$ cat config.mk
export PLATFORM = sky130hd
export DESIGN_NAME = resetSequencer
export DESIGN_NICKNAME = d
export VERILOG_FILES = /design/src/rtl/resetSequencer_pkg.sv /design/src/rtl/resetSequencerState.sv /design/src/rtl/resetSequencerDecode.sv /design/src/rtl/resetSequencer.sv
export SDC_FILE = /design/constraint.sdc
export NUM_CORES = 1
export LEC_CHECK = 0
export BUFFER_PORTS_ARGS = -buffer_cell sky130_fd_sc_hd__buf_2
export CAP_MARGIN = 10
export CORE_AREA = 2 2 39 41
export DETAILED_ROUTE_END_ITERATION = 8
export DIE_AREA = 0 0 41 43
export SETUP_SLACK_MARGIN = 0.1
export SYNTH_ARGS = -nofsm -noshare
export SYNTH_HDL_FRONTEND = slang
export SYNTH_SLANG_ARGS = --single-unit
$ cat constraint.sdc
create_clock -name clk -period 1.36 [get_ports clk]
set_input_delay 0.204 -clock clk [delete_from_list [all_inputs] [get_ports clk]]
set_output_delay 0.204 -clock clk [all_outputs]
set_load 0.03 [all_outputs]
$ cat src/rtl/resetSequencer_pkg.sv
package resetSequencer_pkg;
  localparam int ALU_W = 3;
  localparam int SHF_W = 2;

  typedef enum logic [2:0] {
    stClrAlu  = 3'd0,
    stCapture = 3'd1,
    stDrive   = 3'd2,
    stLoadPc  = 3'd3,
    stAddrOut = 3'd4,
    stWaitMem = 3'd5,
    stExec    = 3'd6
  } seqState_t;

  typedef struct packed {
    logic [ALU_W-1:0] aluFunc;
    logic [SHF_W-1:0] shiftMode;
    logic             outWrEn;
    logic             outRdEn;
    logic             pcLoadEn;
    logic             addrLoadEn;
    logic             memRw;
    logic             memValid;
    logic             irLoadEn;
  } ctrlStrobes_t;
endpackage

$ cat src/rtl/resetSequencerState.sv
module resetSequencerState
  import resetSequencer_pkg::*;
(
  input  logic      clk,
  input  logic      rst,
  input  logic      memReady,
  input  seqState_t nextState,
  output seqState_t curState
);
  always_ff @(posedge clk or posedge rst) begin
    if (rst) curState <= stClrAlu;
    else     curState <= nextState;
  end

  // stall while memory is not ready
  p_stall_r7: assert property (@(posedge clk) disable iff (rst)
    (curState == stWaitMem && !memReady) |=> curState == stWaitMem);
  // leave the wait state when ready
  p_go_exec_r7: assert property (@(posedge clk) disable iff (rst)
    (curState == stWaitMem && memReady) |=> curState == stExec);
  // execute holds
  p_exec_hold_r8: assert property (@(posedge clk) disable iff (rst)
    curState == stExec |=> curState == stExec);
  // fixed steps at the start of the sequence
  p_step_r2: assert property (@(posedge clk) disable iff (rst)
    curState == stClrAlu |=> curState == stCapture);
  p_step_r3: assert property (@(posedge clk) disable iff (rst)
    curState == stCapture |=> curState == stDrive);
endmodule

$ cat src/rtl/resetSequencerDecode.sv
module resetSequencerDecode
  import resetSequencer_pkg::*;
#(
  parameter logic [ALU_W-1:0] ALU_NOP  = 3'd0,
  parameter logic [ALU_W-1:0] ALU_ZERO = 3'd4,
  parameter logic [SHF_W-1:0] SHF_NOP  = 2'd0,
  parameter logic [SHF_W-1:0] SHF_PASS = 2'd1
)(
  input  seqState_t    curState,
  input  logic         memReady,
  output seqState_t    nextState,
  output ctrlStrobes_t strobes
);
  always_comb begin
    strobes            = '0;
    strobes.aluFunc    = ALU_NOP;
    strobes.shiftMode  = SHF_NOP;
    strobes.memRw      = 1'b1;
    nextState          = curState;
    case (curState)
      stClrAlu: begin
        strobes.aluFunc   = ALU_ZERO;
        strobes.shiftMode = SHF_PASS;
        nextState         = stCapture;
      end
      stCapture: begin
        strobes.aluFunc   = ALU_ZERO;
        strobes.shiftMode = SHF_PASS;
        strobes.outWrEn   = 1'b1;
        nextState         = stDrive;
      end
      stDrive: begin
        strobes.outRdEn = 1'b1;
        nextState       = stLoadPc;
      end
      stLoadPc: begin
        strobes.outRdEn    = 1'b1;
        strobes.pcLoadEn   = 1'b1;
        strobes.addrLoadEn = 1'b1;
        nextState          = stAddrOut;
      end
      stAddrOut: begin
        strobes.memRw    = 1'b0;
        strobes.memValid = 1'b1;
        nextState        = stWaitMem;
      end
      stWaitMem: begin
        strobes.memRw    = 1'b0;
        strobes.memValid = 1'b1;
        if (memReady) begin
          strobes.irLoadEn = 1'b1;
          nextState        = stExec;
        end
      end
      stExec:  nextState = stExec;
      default: nextState = stClrAlu;
    endcase
  end
endmodule

$ cat src/rtl/resetSequencer.sv
module resetSequencer
  import resetSequencer_pkg::*;
#(
  parameter logic [ALU_W-1:0] ALU_NOP  = 3'd0,
  parameter logic [ALU_W-1:0] ALU_ZERO = 3'd4,
  parameter logic [SHF_W-1:0] SHF_NOP  = 2'd0,
  parameter logic [SHF_W-1:0] SHF_PASS = 2'd1
)(
  input  logic             clk,
  input  logic             rst,
  input  logic             memReady,
  output logic [ALU_W-1:0] aluFunc,
  output logic [SHF_W-1:0] shiftMode,
  output logic             outWrEn,
  output logic             outRdEn,
  output logic             pcLoadEn,
  output logic             addrLoadEn,
  output logic             memRw,
  output logic             memValid,
  output logic             irLoadEn
);
  seqState_t    curState;
  seqState_t    nextState;
  ctrlStrobes_t strobes;

  resetSequencerState u_state (
    .clk       (clk),
    .rst       (rst),
    .memReady  (memReady),
    .nextState (nextState),
    .curState  (curState)
  );

  resetSequencerDecode #(
    .ALU_NOP  (ALU_NOP),
    .ALU_ZERO (ALU_ZERO),
    .SHF_NOP  (SHF_NOP),
    .SHF_PASS (SHF_PASS)
  ) u_decode (
    .curState  (curState),
    .memReady  (memReady),
    .nextState (nextState),
    .strobes   (strobes)
  );

  assign aluFunc    = strobes.aluFunc;
  assign shiftMode  = strobes.shiftMode;
  assign outWrEn    = strobes.outWrEn;
  assign outRdEn    = strobes.outRdEn;
  assign pcLoadEn   = strobes.pcLoadEn;
  assign addrLoadEn = strobes.addrLoadEn;
  assign memRw      = strobes.memRw;
  assign memValid   = strobes.memValid;
  assign irLoadEn   = strobes.irLoadEn;

  // never two bus drivers at once
  p_one_driver_r10: assert property (@(posedge clk) disable iff (rst)
    $onehot0({aluFunc == ALU_ZERO, outRdEn, memValid && !memRw}));
  // execute is fully idle
  p_exec_idle_r8: assert property (@(posedge clk) disable iff (rst)
    curState == stExec |-> (!memValid && memRw && !outWrEn && !outRdEn &&
                            !pcLoadEn && !addrLoadEn && !irLoadEn));
  // instruction load only with ready during the memory wait
  p_ir_load_r7: assert property (@(posedge clk) disable iff (rst)
    irLoadEn |-> (memReady && memValid && !memRw));
  // pc and address register load together
  p_load_pair_r5: assert property (@(posedge clk) disable iff (rst)
    pcLoadEn |-> (addrLoadEn && outRdEn));
endmodule

# Word level (Yosys, flattened, before mapping)
# Cells that the tools add are included.
# op_classes
addsub,0
n_mul,0
bitwise,0
eq_ne,7
n_mux,9
div,0
order_cmp,0
shift,0
n_reduce_logical,4
# ops
operator,count
3-bit case mux with 7 select lines,1
"3-bit equality test, second input constant",3
"3-bit by 2-bit equality test with 1-bit output, second input constant",2
2-bit OR reduction,3
5-bit two-way mux,1
1-bit two-way mux,4
2-bit two-way mux,2
"3-bit by 1-bit equality test with 1-bit output, second input constant",1
3-bit zero test,1
3-bit two-way mux,1
"2-bit != test, second input constant",1
# word_totals
ramBits,0
regBits,3
word_cells,21
n_memories,0
latchBits,0
input_bits,3
rom_bits,0
output_inout_bits,12

# Depth between registers and ports, before layout
# Gate-level depths: netlist of the first run.
# depth
ltp_word,3
ltp_mapped,3
depth_no_buf,2

# By module
# Synthesis of the first run repeated with hierarchy kept, for this count alone.
# unflattened
cells_unflattened,27
area_unflattened_um2,230.2
# by_module_without_submodules
module,area_each_um2,instances,seq_area_each_um2,cells_each
resetSequencerDecode,151.4,1,0.0,23
resetSequencerState,78.8,1,75.1,4

# Worst setup path after synthesis of the first run
# OpenSTA, ideal clock, no wires.
# synth_path
kind,reg2out
from,register u_state.curState[2]
to,output pcLoadEn
setup_slack_ns,-0.056
path_buffers,2
path_stages_with_launch,4
required_ns,1.156
arrival_ns,1.212
cell_sequence,dfrtp_1 -> buf_4 -> nor2_1 -> buf_4
# synth_via
elab_chain_cells,2
# synth_lines
item,line_no,source
"start, declared",resetSequencerState.sv:8,output seqState_t curState
"start signal, assigned",resetSequencerState.sv:11,if (rst) curState <= stClrAlu;
"start signal, assigned",resetSequencerState.sv:12,else curState <= nextState;
3-bit by 2-bit equality test with 1-bit output,resetSequencerDecode.sv:20,case (curState)
2-bit two-way mux,resetSequencerDecode.sv:20,
"end, declared",resetSequencer.sv:16,"output logic pcLoadEn,"
# No other way between the ends.

# Final worst setup path of the first run
# layout_path
from,register u_state.curState[1]
to,output memRw
# layout_via
elab_chain_cells,3
word_cells_on_any_way,4
classes_between,2 x eq/ne; 1 x mux; 1 x reduce/logical
# layout_lines
item,line_no,source
3-bit equality test,resetSequencerDecode.sv:20,
2-bit OR reduction (no source line) (*),-,
2-bit two-way mux (*),resetSequencerDecode.sv:20,
"end, declared",resetSequencer.sv:18,"output logic memRw,"
# Mark *: on every way between the ends. The rest lies on a longest branch, timed or not.

==> results by group, run 1 <==
Power and ir drop
  • Leakage: about 0.00023 uW
  • P per Cell Area: 3130 mW/mm^2
  • IR drop worst, VDD: around 730 uV

Synth
  • Synth area leaders: dfrtp_1, buf_4, a2bb2oi_2, nor2_1, nor2b_4
  • Sequential share of the synthesized area: 0.331
  • Synth Cell Area: approximately 230 um^2
  • Avg Inst Size Synth: 8.39 um^2
  • Warnings from Yosys: 0
  • Yosys cell types: 13
  • Synth top area share: 0.331
  • Synth area leader: dfrtp_1
  • Yosys reg bits: 3
  • Post-Syn Instances: 27

Min path
  • Hold Path End: u_state.curState[1]$_DFFE_PP0P_
  • Hold Startpoint: memReady
  • WHS Path Cells: 3
  • Hold Crit Class: in -> reg

Timing
  • RSZ-0062 raised after global routing: true
  • Final Hold Vio Count: 0
  • Setup TNS Final: 0 ps
  • Slew Limit Fails: 0
  • Maximum clock frequency: 786 MHz
  • Final setup viols: 0
  • Final Skew: 0.161 ps
  • Crit share post-route: 0.935
  • Minimum clock period: between 1000 and 1500 ps

Clock network
  • Worst-skew pair later-pin latency: 230 ps
  • Num Clock Sinks: 3
  • H-tree depth: 1
  • Clk slew on worst S/H paths: 40 ps
  • Root buf cell: clkbuf_4
  • CTS tree: yes
  • Longest Clk Path Bufs: 2
  • Total CTS buffers: 3

Status
  • Status: completed

Global route
  • Number of global-route vias before repair: between 150 and 200
  • Global-route wire length before repair: 738 um
  • Gr ovfl total: 0
  • Pin count of the biggest net entering global routing: 10
  • Initial antenna violation count: 0
  • GRT Overall Usage: 0.0714

Floorplanning
  • CORE AREA: between 0.001 and 0.0015 mm^2
  • DIE AREA: 0.00176 mm^2
  • Initial Util: 0.164
  • Die W: 41 um
  • Ports: 15
  • Std-Cell Rows: 14
  • Die Y: 43 um

Setup path
  • Reg2Reg Setup Slack: 180 ps
  • Critical path class: reg -> out
  • Worst EP arrival: ~1100 ps
  • Worst R2R Start: u_state.curState[2]$_DFFE_PP0P_
  • Slowest library cell on the worst path: dfrtp_2
  • Worst r2r path cells: 5
  • Critical Path Fanout Max: 7
  • CP Cell Sequence: and2b_2, inv_2, buf_6
  • Setup crit start kind: flop
  • Setup crit end kind: primary output
  • CP Data Required Time: 1160 ps
  • CP peak stage delay: 430 ps
  • R2R Path End: u_state.curState[0]$_DFFE_PP0P_

Final layout
  • Share of cells above drive strength 1: 0.714
  • Post-route cell area: between 400 and 500 um^2
  • Top Registers: u_state.curState: 3 flops
  • Layout Utilization: 0.325
  • Max reg flops: 3
  • Largest reg by FF count: u_state.curState
  • Area grow syn2layout: 98.9%
  • Final #Nets: 53
  • Most frequent cells in the layout: buf_4, buf_6, conb_1, clkbuf_4, buf_2
  • Antenna Cells: 0
  • Commonest non-fill, non-tap cell in the layout: buf_4

Placement
  • Placed inst area: 264 um^2
  • Gp weighted congestion: 0.557
  • IO Port Bufs: 11

Drt
  • Via/cell ratio: ~3.6
  • Via count: about 230
  • Post-route antenna net violation count: 0
  • Aggregate routed wire length: 563 um
  • DRT Pass-1 Iters: 4
  • DRC viols: 0
  • Drt initial violations: 4
  • DR WL/cell: 8.66 um

Flow run
  • # Max-Cap Violations: 0
worst max path at each step:
stage / cells after the start / startpoint / endpoint
final: 3 / u_state.curState[1]$_DFFE_PP0P_ / memRw
after global routing: 3 / u_state.curState[1]$_DFFE_PP0P_ / memRw
after floorplan: 3 / u_state.curState[2]$_DFFE_PP0P_ / pcLoadEn
after detailed placement: 3 / u_state.curState[1]$_DFFE_PP0P_ / irLoadEn
after global placement: 3 / u_state.curState[1]$_DFFE_PP0P_ / irLoadEn
after CTS: 3 / u_state.curState[1]$_DFFE_PP0P_ / irLoadEn
layout make-up:
cell class / instances / area, um^2
Fill cell: 151 / 933
Timing Repair Buffer: 22 / 179
Multi-Input combinational cell: 17 / 136
Sequential cell: 3 / 77.6
Clock buffer: 4 / 26.3
Tap cell: 16 / 20.0
Inverter: 3 / 11.3
worst max-delay path, delay by kind of cell, from the launching register on:
| family | cells | cell delay [ps] |
|---|---|---|
| buffers and inverters | 2 | 160 |
| flip-flops | 1 | 430 |
| AND/OR/NAND/NOR | 1 | 240 |
metrics by stage:
| stage | cells | setup slack, ps | hold slack (ps) | total power, uW |
|---|---|---|---|---|
| 6_report | 65 | 88.4 | 311 | 1410 |
| 5_1_grt | 65 | 33.9 | 329 | 1510 |
| 4_1_cts | 60 | 70.9 | 275 | 1170 |
| 3_5_place_dp | 50 | 215 | 72.7 | 796 |
| 3_3_place_gp | 50 | 234 | 72.6 | 789 |
| 2_1_floorplan | 29 | -55.8 | -42.4 | 715 |
Yosys cell counts:
| master | number |
|---|---|
| o21ai_1 | 1 |
| a2bb2oi_2 | 1 |
| buf_4 | 6 |
| conb_1 | 1 |
| nor2b_1 | 1 |
| nand2b_1 | 2 |
| inv_1 | 3 |
| xnor2_1 | 1 |
| nand2_1 | 2 |
| nor2b_4 | 1 |
| and2b_1 | 1 |
| dfrtp_1 | 3 |
| nor2_1 | 4 |
kinds of logic (layout without fill, tap and decap cells):
kind of cell	count (synthesis)	count (layout)	share of synthesized area
DFF	3	3	0.331
buffers and inverters	9	29	0.249
AOI/OAI and AO/OA	2	2	0.0884
and+or+nand+nor	11	11	0.276
xor gates and xnor gates	1	1	0.0387
other	1	3	0.0166
per-layer routing:
layer,share of wire,global-route usage,up-vias
li1,-,-,115
met1,0.35,0.0710,104
met2,0.56,0.0875,12
met3,0.057,0.0314,2
met4,0.034,0.100,0
met5,0,0,-
power breakdown:
group          leakage [uW]  internal, uW  total, uW  switching [uW]
Sequential        0.0000334           144        207            63.3
Combinational      0.000183           523       1050             525
Clock             0.0000150           110        154            44.2
timing repair:
action | CTS | global route
buffers inserted | 5 | 5
hold endpoints to repair | 3 | 0
gates resized for setup | 12 | 17
setup endpoints to repair | 8 | 9
hold buffers | 1 | 0
pin swaps | 0 | 1
(Power assumes the default switching activity.)
==> run 2: changes to the inputs <==
CELL_PAD_IN_SITES_DETAIL_PLACEMENT = 0   (was not set)
CELL_PAD_IN_SITES_GLOBAL_PLACEMENT = 2   (was not set)
PLACE_DENSITY_LB_ADDON = 0.1   (was not set)
==> run 2 against run 1 <==
Net effect: sequential share of layout area up 1.7 points; clock power about the same; critical path depth is the same; routed wire length fell by 18%; utilization down 2.9 points; first-iteration DRC count decreased by 50%; cell area decreased by 8.9%; register-to-register slack better by 190 ps; global-route usage shrank 1.2 points; via count decreased by 9.0%; highest routed layer is now met3.
==> results by group, run 2 (synthesis gave the netlist of run 1 again) <==
Placement
  • Inst Count DP: 50 (unchanged)
  • HPWL after detailed placement: about 320 um
  • IO Port Bufs: 11 (unchanged)
  • Post-Place Setup Slack: 210 ps (was 215 ps)
  • Gp weighted congestion: 0.677 (was 0.557)

Setup path
  • Critical Path Fanout Max: 5 (was 7)
  • CP Data Required Time: 1160 ps (about the same)
  • Critical path class: reg -> out (unchanged)
  • Crit path launch: u_state.curState[1]$_DFFE_PP0P_ (unchanged)
  • CP peak stage delay: 430 ps (about the same)
  • Slowest library cell on the worst path: dfrtp_2 (unchanged)
  • R2R Path End: u_state.curState[1]$_DFFE_PP0P_ (was u_state.curState[0]$_DFFE_PP0P_)
  • Worst R2R Start: u_state.curState[0]$_DFFE_PP0P_ (was u_state.curState[2]$_DFFE_PP0P_)
  • Setup crit start kind: flop (unchanged)
  • Critical path depth in cells: 3 (unchanged)
  • Worst EP arrival: 1060 ps (was 1070 ps)
  • Setup crit end: outRdEn (was memRw)
  • CP bufs+invs: 2 (unchanged)
  • Worst r2r path cells: 4 (was 5)
  • Family with the most delay on the worst path: flip-flops (unchanged)
  • Reg2Reg Setup Slack: 370 ps (was 180 ps)
  • CP Cell Sequence: buf_6, nor2b_1, buf_4 (was and2b_2, inv_2, buf_6)
  • Setup crit end kind: primary output (unchanged)

Drt
  • DRT Pass-1 Iters: 3 (was 4)
  • Via count: 212 (was 233)
  • Post-route antenna net violation count: 0 (unchanged)
  • Aggregate routed wire length: 464 um (was 563 um)
  • Drt initial violations: 2 (was 4)
  • DRC viols: 0 (unchanged)
  • DR WL/cell: 7.61 um (was 8.66 um)
  • Via/cell ratio: 3.48 (was 3.58)

Global route
  • Pin count of the biggest net entering global routing: 9 (was 10)
  • Global-route wire length before repair: 676 um (was 738 um)
  • Number of global-route vias before repair: 173 (was 192)
  • GRT Overall Usage: 0.0594 (was 0.0714)
  • Gr ovfl total: 0 (unchanged)
  • Initial antenna violation count: 0 (unchanged)

Timing
  • RSZ-0062 raised after global routing: true (unchanged)
  • Slew Limit Fails: 0 (unchanged)
  • Maximum clock frequency: 789 MHz (was 786 MHz)
  • Final Hold Vio Count: 0 (unchanged)
  • Post-route setup slack: 92.4 ps (was 88.4 ps)
  • Crit share post-route: 0.932 (was 0.935)
  • Minimum hold slack: 293 ps (was 311 ps)
  • Final Skew: 1.35 ps (was 0.161 ps)
  • Final setup viols: 0 (unchanged)
  • Minimum clock period: 1270 ps (about the same)

Final layout
  • Multi-input gate area: 128 um^2 (was 136 um^2)
  • Non-filler cells, final: 61 (was 65)
  • Antenna Cells: 0 (unchanged)
  • # fillers: 149 (was 151)
  • Area grow syn2layout: 81.2% (was 98.9%)
  • Sequential cell area: 77.6 um^2 (unchanged)
  • Commonest non-fill, non-tap cell in the layout: buf_4 (unchanged)
  • Final #Nets: 49 (was 53)
  • Largest reg by FF count: u_state.curState (unchanged)
  • Share of cells above drive strength 1: 0.689 (was 0.714)
  • Top Registers: u_state.curState: 3 flops (unchanged)
  • Max reg flops: 3 (unchanged)
  • Most frequent cells in the layout: buf_4, buf_6, nor2_2, conb_1, clkbuf_4 (was buf_4, buf_6, conb_1, clkbuf_4, buf_2)

Clock network
  • CTS tree: yes (unchanged)
  • Worst-skew pair later-pin latency: 230 ps (about the same)
  • H-tree depth: 1 (unchanged)
  • Total CTS buffers: 3 (unchanged)
  • Num Clock Sinks: 3 (unchanged)
  • Longest Clk Path Bufs: 2 (unchanged)
  • Clk slew on worst S/H paths: 40 ps (about the same)
  • Root buf cell: clkbuf_4 (unchanged)

Floorplanning
  • Die W: 41 um (unchanged)
  • Std-Cell Rows: 14 (unchanged)
  • Die Y: 43 um (unchanged)
  • Ports: 15 (unchanged)
  • DIE AREA: 0.00176 mm^2 (unchanged)
  • Initial Util: 0.164 (unchanged)
  • CORE AREA: 0.00138 mm^2 (unchanged)

Power and ir drop
  • P per Cell Area: 3120 mW/mm^2 (was 3130 mW/mm^2)
  • Leakage: 0.000207 uW (was 0.000232 uW)
  • IR drop worst, VDD: 877 uV (was 730 uV)

Status
  • Status: completed (unchanged)

Flow run
  • # Max-Cap Violations: 0 (unchanged)

Min path
  • Hold Crit Class: in -> reg (unchanged)
## run 2: worst min-delay path: cells and delay by family
| family | cells | cell delay (ps) |
|---|---|---|
| AO/OA/AOI/OAI | 1 | 120 |
| buffers and inverters | 1 | 110 |
| AND/OR/NAND/NOR | 1 | 40 |
## run 2: metal layers
metal  part of all wire  up-vias  track usage  wire (um)
met5                  0        -            0          0
met2               0.48       10       0.0875        225
met4                  0        0       0.0400          0
met3              0.075        0       0.0157         35
met1               0.44       93       0.0712        202
li1                   -      109            -          -
## run 2: report_power, final
group	internal (uW)	total (uW)	switching, uW
clock network	110	154	43.8
registers	144	230	86.1
logic	434	897	463
total	688	1280	592
## run 2: layout make-up
cell class	count	area share
Clock buffer	4	0.0640
Inverter	3	0.0274
Multi-Input combinational cell	17	0.311
Sequential cell	3	0.189
Tap cell	16	0.0488
Timing Repair Buffer	18	0.360
## run 2: worst min path at each step
stage | startpoint | to | slack [ps] | cells past startpoint
finish | memReady | u_state.curState[0]$_DFFE_PP0P_ | 290 | 3
global route | memReady | u_state.curState[0]$_DFFE_PP0P_ | 290 | 3
CTS | memReady | u_state.curState[0]$_DFFE_PP0P_ | 290 | 3
detailed placement | rst | u_state.curState[0]$_DFFE_PP0P_ | 70 | 2
global placement | rst | u_state.curState[1]$_DFFE_PP0P_ | 70 | 2
floorplan | rst | u_state.curState[0]$_DFFE_PP0P_ | -40 | 1
## run 2: per-stage QoR
step | instance area [um^2] | util | power, uW | TNS (ps)
after floorplan | 234 | - | 715 | -112
after global placement | 264 | 0.191 | 822 | 0
after detailed placement | 264 | 0.191 | 808 | 0
after CTS | 373 | 0.269 | 1190 | 0
after global routing | 410 | 0.297 | 1370 | 0
final | 410 | 0.297 | 1280 | 0
## run 2: repair_timing
item | 4_1_cts | 5_1_grt
setup buffers | 4 | 2
pin swaps | 0 | 1
hold buffers | 1 | 0
resized for setup | 15 | 8
setup endpoints to repair | 9 | 9
endpoints found under the hold margin | 3 | 0
==> run 3: changes to the inputs <==
PLACE_DENSITY = 0.76   (was not set)
PLACE_DENSITY_LB_ADDON = not set   (was 0.1)
clock period = 1.5 ns   (was 1.36 ns; I/O delays follow)
==> run 3 against run 2 <==
Net effect: sequential share of layout area is 5.7 points higher; non-clock buffer count is 6 lower; critical path type unchanged; cell area decreased by 23%; highest routed layer is now met4; die area did not move; register-to-register slack improved by 280 ps.
==> results by group, run 3 (synthesis gave the netlist of run 1 again) <==
Floorplanning
  • Ports: 15 (unchanged)
  • Initial Util: 0.164 (unchanged)
  • Std-Cell Rows: 14 (unchanged)
  • CORE AREA: 0.00138 mm^2 (unchanged)
  • Die W: 41 um (unchanged)
  • Die Y: 43 um (unchanged)
  • DIE AREA: 0.00176 mm^2 (unchanged)

Drt
  • DRC viols: 0 (unchanged)
  • Via/cell ratio: 3.40 (was 3.48)
  • DRT Pass-1 Iters: 1 (was 3)
  • Post-route antenna net violation count: 0 (unchanged)
  • Aggregate routed wire length: 377 um (was 464 um)
  • DR WL/cell: 6.85 um (was 7.61 um)
  • Via count: 187 (was 212)
  • Drt initial violations: 0 (was 2)

Final layout
  • Top Registers: u_state.curState: 3 flops (unchanged)
  • Share of cells above drive strength 1: 0.487 (was 0.689)
  • Antenna Cells: 0 (unchanged)
  • Commonest non-fill, non-tap cell in the layout: buf_2 (was buf_4)
  • Multi-input gate area: 110 um^2 (was 128 um^2)
  • Largest reg by FF count: u_state.curState (unchanged)
  • Max reg flops: 3 (unchanged)
  • # fillers: 163 (was 149)
  • Non-filler cells, final: 55 (was 61)
  • Most frequent cells in the layout: buf_2, nor2_1, inv_1, conb_1, clkbuf_4 (was buf_4, buf_6, nor2_2, conb_1, clkbuf_4)
  • Final #Nets: 43 (was 49)
  • Area grow syn2layout: 39.2% (was 81.2%)
  • Sequential cell area: 77.6 um^2 (unchanged)

Global route
  • Gr ovfl total: 0 (unchanged)
  • GRT Overall Usage: 0.0603 (was 0.0594)
  • Initial antenna violation count: 0 (unchanged)
  • Global-route wire length before repair: 579 um (was 676 um)
  • Number of global-route vias before repair: 156 (was 173)
  • Pin count of the biggest net entering global routing: 10 (was 9)

Placement
  • IO Port Bufs: 11 (unchanged)
  • HPWL after detailed placement: 279 um (was 325 um)
  • Inst Count DP: 50 (unchanged)
  • Gp weighted congestion: 0.572 (was 0.677)
  • Post-Place Setup Slack: 337 ps (was 210 ps)

Min path
  • WHS Path Cells: 3 (unchanged)
  • Hold Crit Class: in -> reg (unchanged)

Setup path
  • Worst R2R Start: u_state.curState[2]$_DFFE_PP0P_ (was u_state.curState[0]$_DFFE_PP0P_)
  • Setup crit start kind: flop (unchanged)
  • Setup crit end: memRw (was outRdEn)
  • Reg2Reg Setup Slack: 650 ps (was 370 ps)
  • Crit path launch: u_state.curState[2]$_DFFE_PP0P_ (was u_state.curState[1]$_DFFE_PP0P_)
  • Setup crit end kind: primary output (unchanged)
  • Critical path class: reg -> out (unchanged)
  • CP Data Required Time: 1270 ps (was 1160 ps)
  • Critical Path Fanout Max: 9 (was 5)
  • Worst r2r path cells: 2 (was 4)
  • Worst EP arrival: 1100 ps (was 1060 ps)
  • R2R Path End: u_state.curState[0]$_DFFE_PP0P_ (was u_state.curState[1]$_DFFE_PP0P_)

Clock network
  • H-tree depth: 1 (unchanged)
  • Longest Clk Path Bufs: 2 (unchanged)
  • CTS tree: yes (unchanged)
  • Worst-skew pair later-pin latency: 230 ps (about the same)
  • Root buf cell: clkbuf_4 (unchanged)
  • Clk slew on worst S/H paths: 40 ps (about the same)
  • Total CTS buffers: 3 (unchanged)
  • Num Clock Sinks: 3 (unchanged)

Timing
  • Final Hold Vio Count: 0 (unchanged)
  • RSZ-0062 raised after global routing: false (was true)
  • Final setup viols: 0 (unchanged)
  • Setup TNS Final: 0 ps (unchanged)
  • Post-route setup slack: 177 ps (was 92.4 ps)
  • Crit share post-route: 0.882
  • Minimum clock period: 1320 ps
  • Slew Limit Fails: 0 (unchanged)
  • Final Skew: 1.21 ps (was 1.35 ps)
  • Maximum clock frequency: ~760 MHz

Flow run
  • # Max-Cap Violations: 0 (unchanged)

Status
  • Status: completed (unchanged)
run 3: critical path: stages, from the launching register on:
cell,delay (ps)
dfrtp_2,460
and2b_1,190
inv_1,40
buf_2,180
run 3: how the worst min path moves through the flow:
| stage | startpoint | endpoint | slack (ps) |
|---|---|---|---|
| after floorplan | rst | u_state.curState[0]$_DFFE_PP0P_ | -20 |
| after global placement | rst | u_state.curState[2]$_DFFE_PP0P_ | 90 |
| after detailed placement | rst | u_state.curState[2]$_DFFE_PP0P_ | 100 |
| after CTS | memReady | u_state.curState[0]$_DFFE_PP0P_ | 300 |
| after global routing | memReady | u_state.curState[0]$_DFFE_PP0P_ | 310 |
| final | memReady | u_state.curState[0]$_DFFE_PP0P_ | 300 |
run 3: area by class of cell:
type                       instances  share of cell area
tap                               16              0.0635
inverter                           3              0.0357
sequential                         3               0.246
clock buffer                       4              0.0833
multi-input combinational         17               0.349
timing repair buffer              12               0.222
run 3: through the flow:
step	hold slack (ps)	utilization	instance area, um^2
2_1_floorplan	-21.4	-	234
3_3_place_gp	93.5	0.191	264
3_5_place_dp	97.5	0.191	264
4_1_cts	296	0.219	303
5_1_grt	312	0.228	315
6_report	304	0.228	315
run 3: routing by layer:
| layer | global-route usage | vias to the layer above | part of all wire |
|---|---|---|---|
| li1 | - | 97 | - |
| met1 | 0.0484 | 76 | 0.36 |
| met2 | 0.0750 | 12 | 0.45 |
| met3 | 0.0157 | 2 | 0.12 |
| met4 | 0.120 | 0 | 0.072 |
| met5 | 0 | - | 0 |
run 3: what timing repair did:
item | 4_1_cts | 5_1_grt
pin swaps | 0 | 0
hold buffers | 1 | 0
buffers inserted | 0 | 0
setup endpoints to repair | 1 | 6
endpoints found under the hold margin | 3 | 0
resized for setup | 1 | 5
Power of run 3 is left out: the tool's default activity adds up to more than one toggle a clock period on the data nets, which glitch-free logic cannot reach.
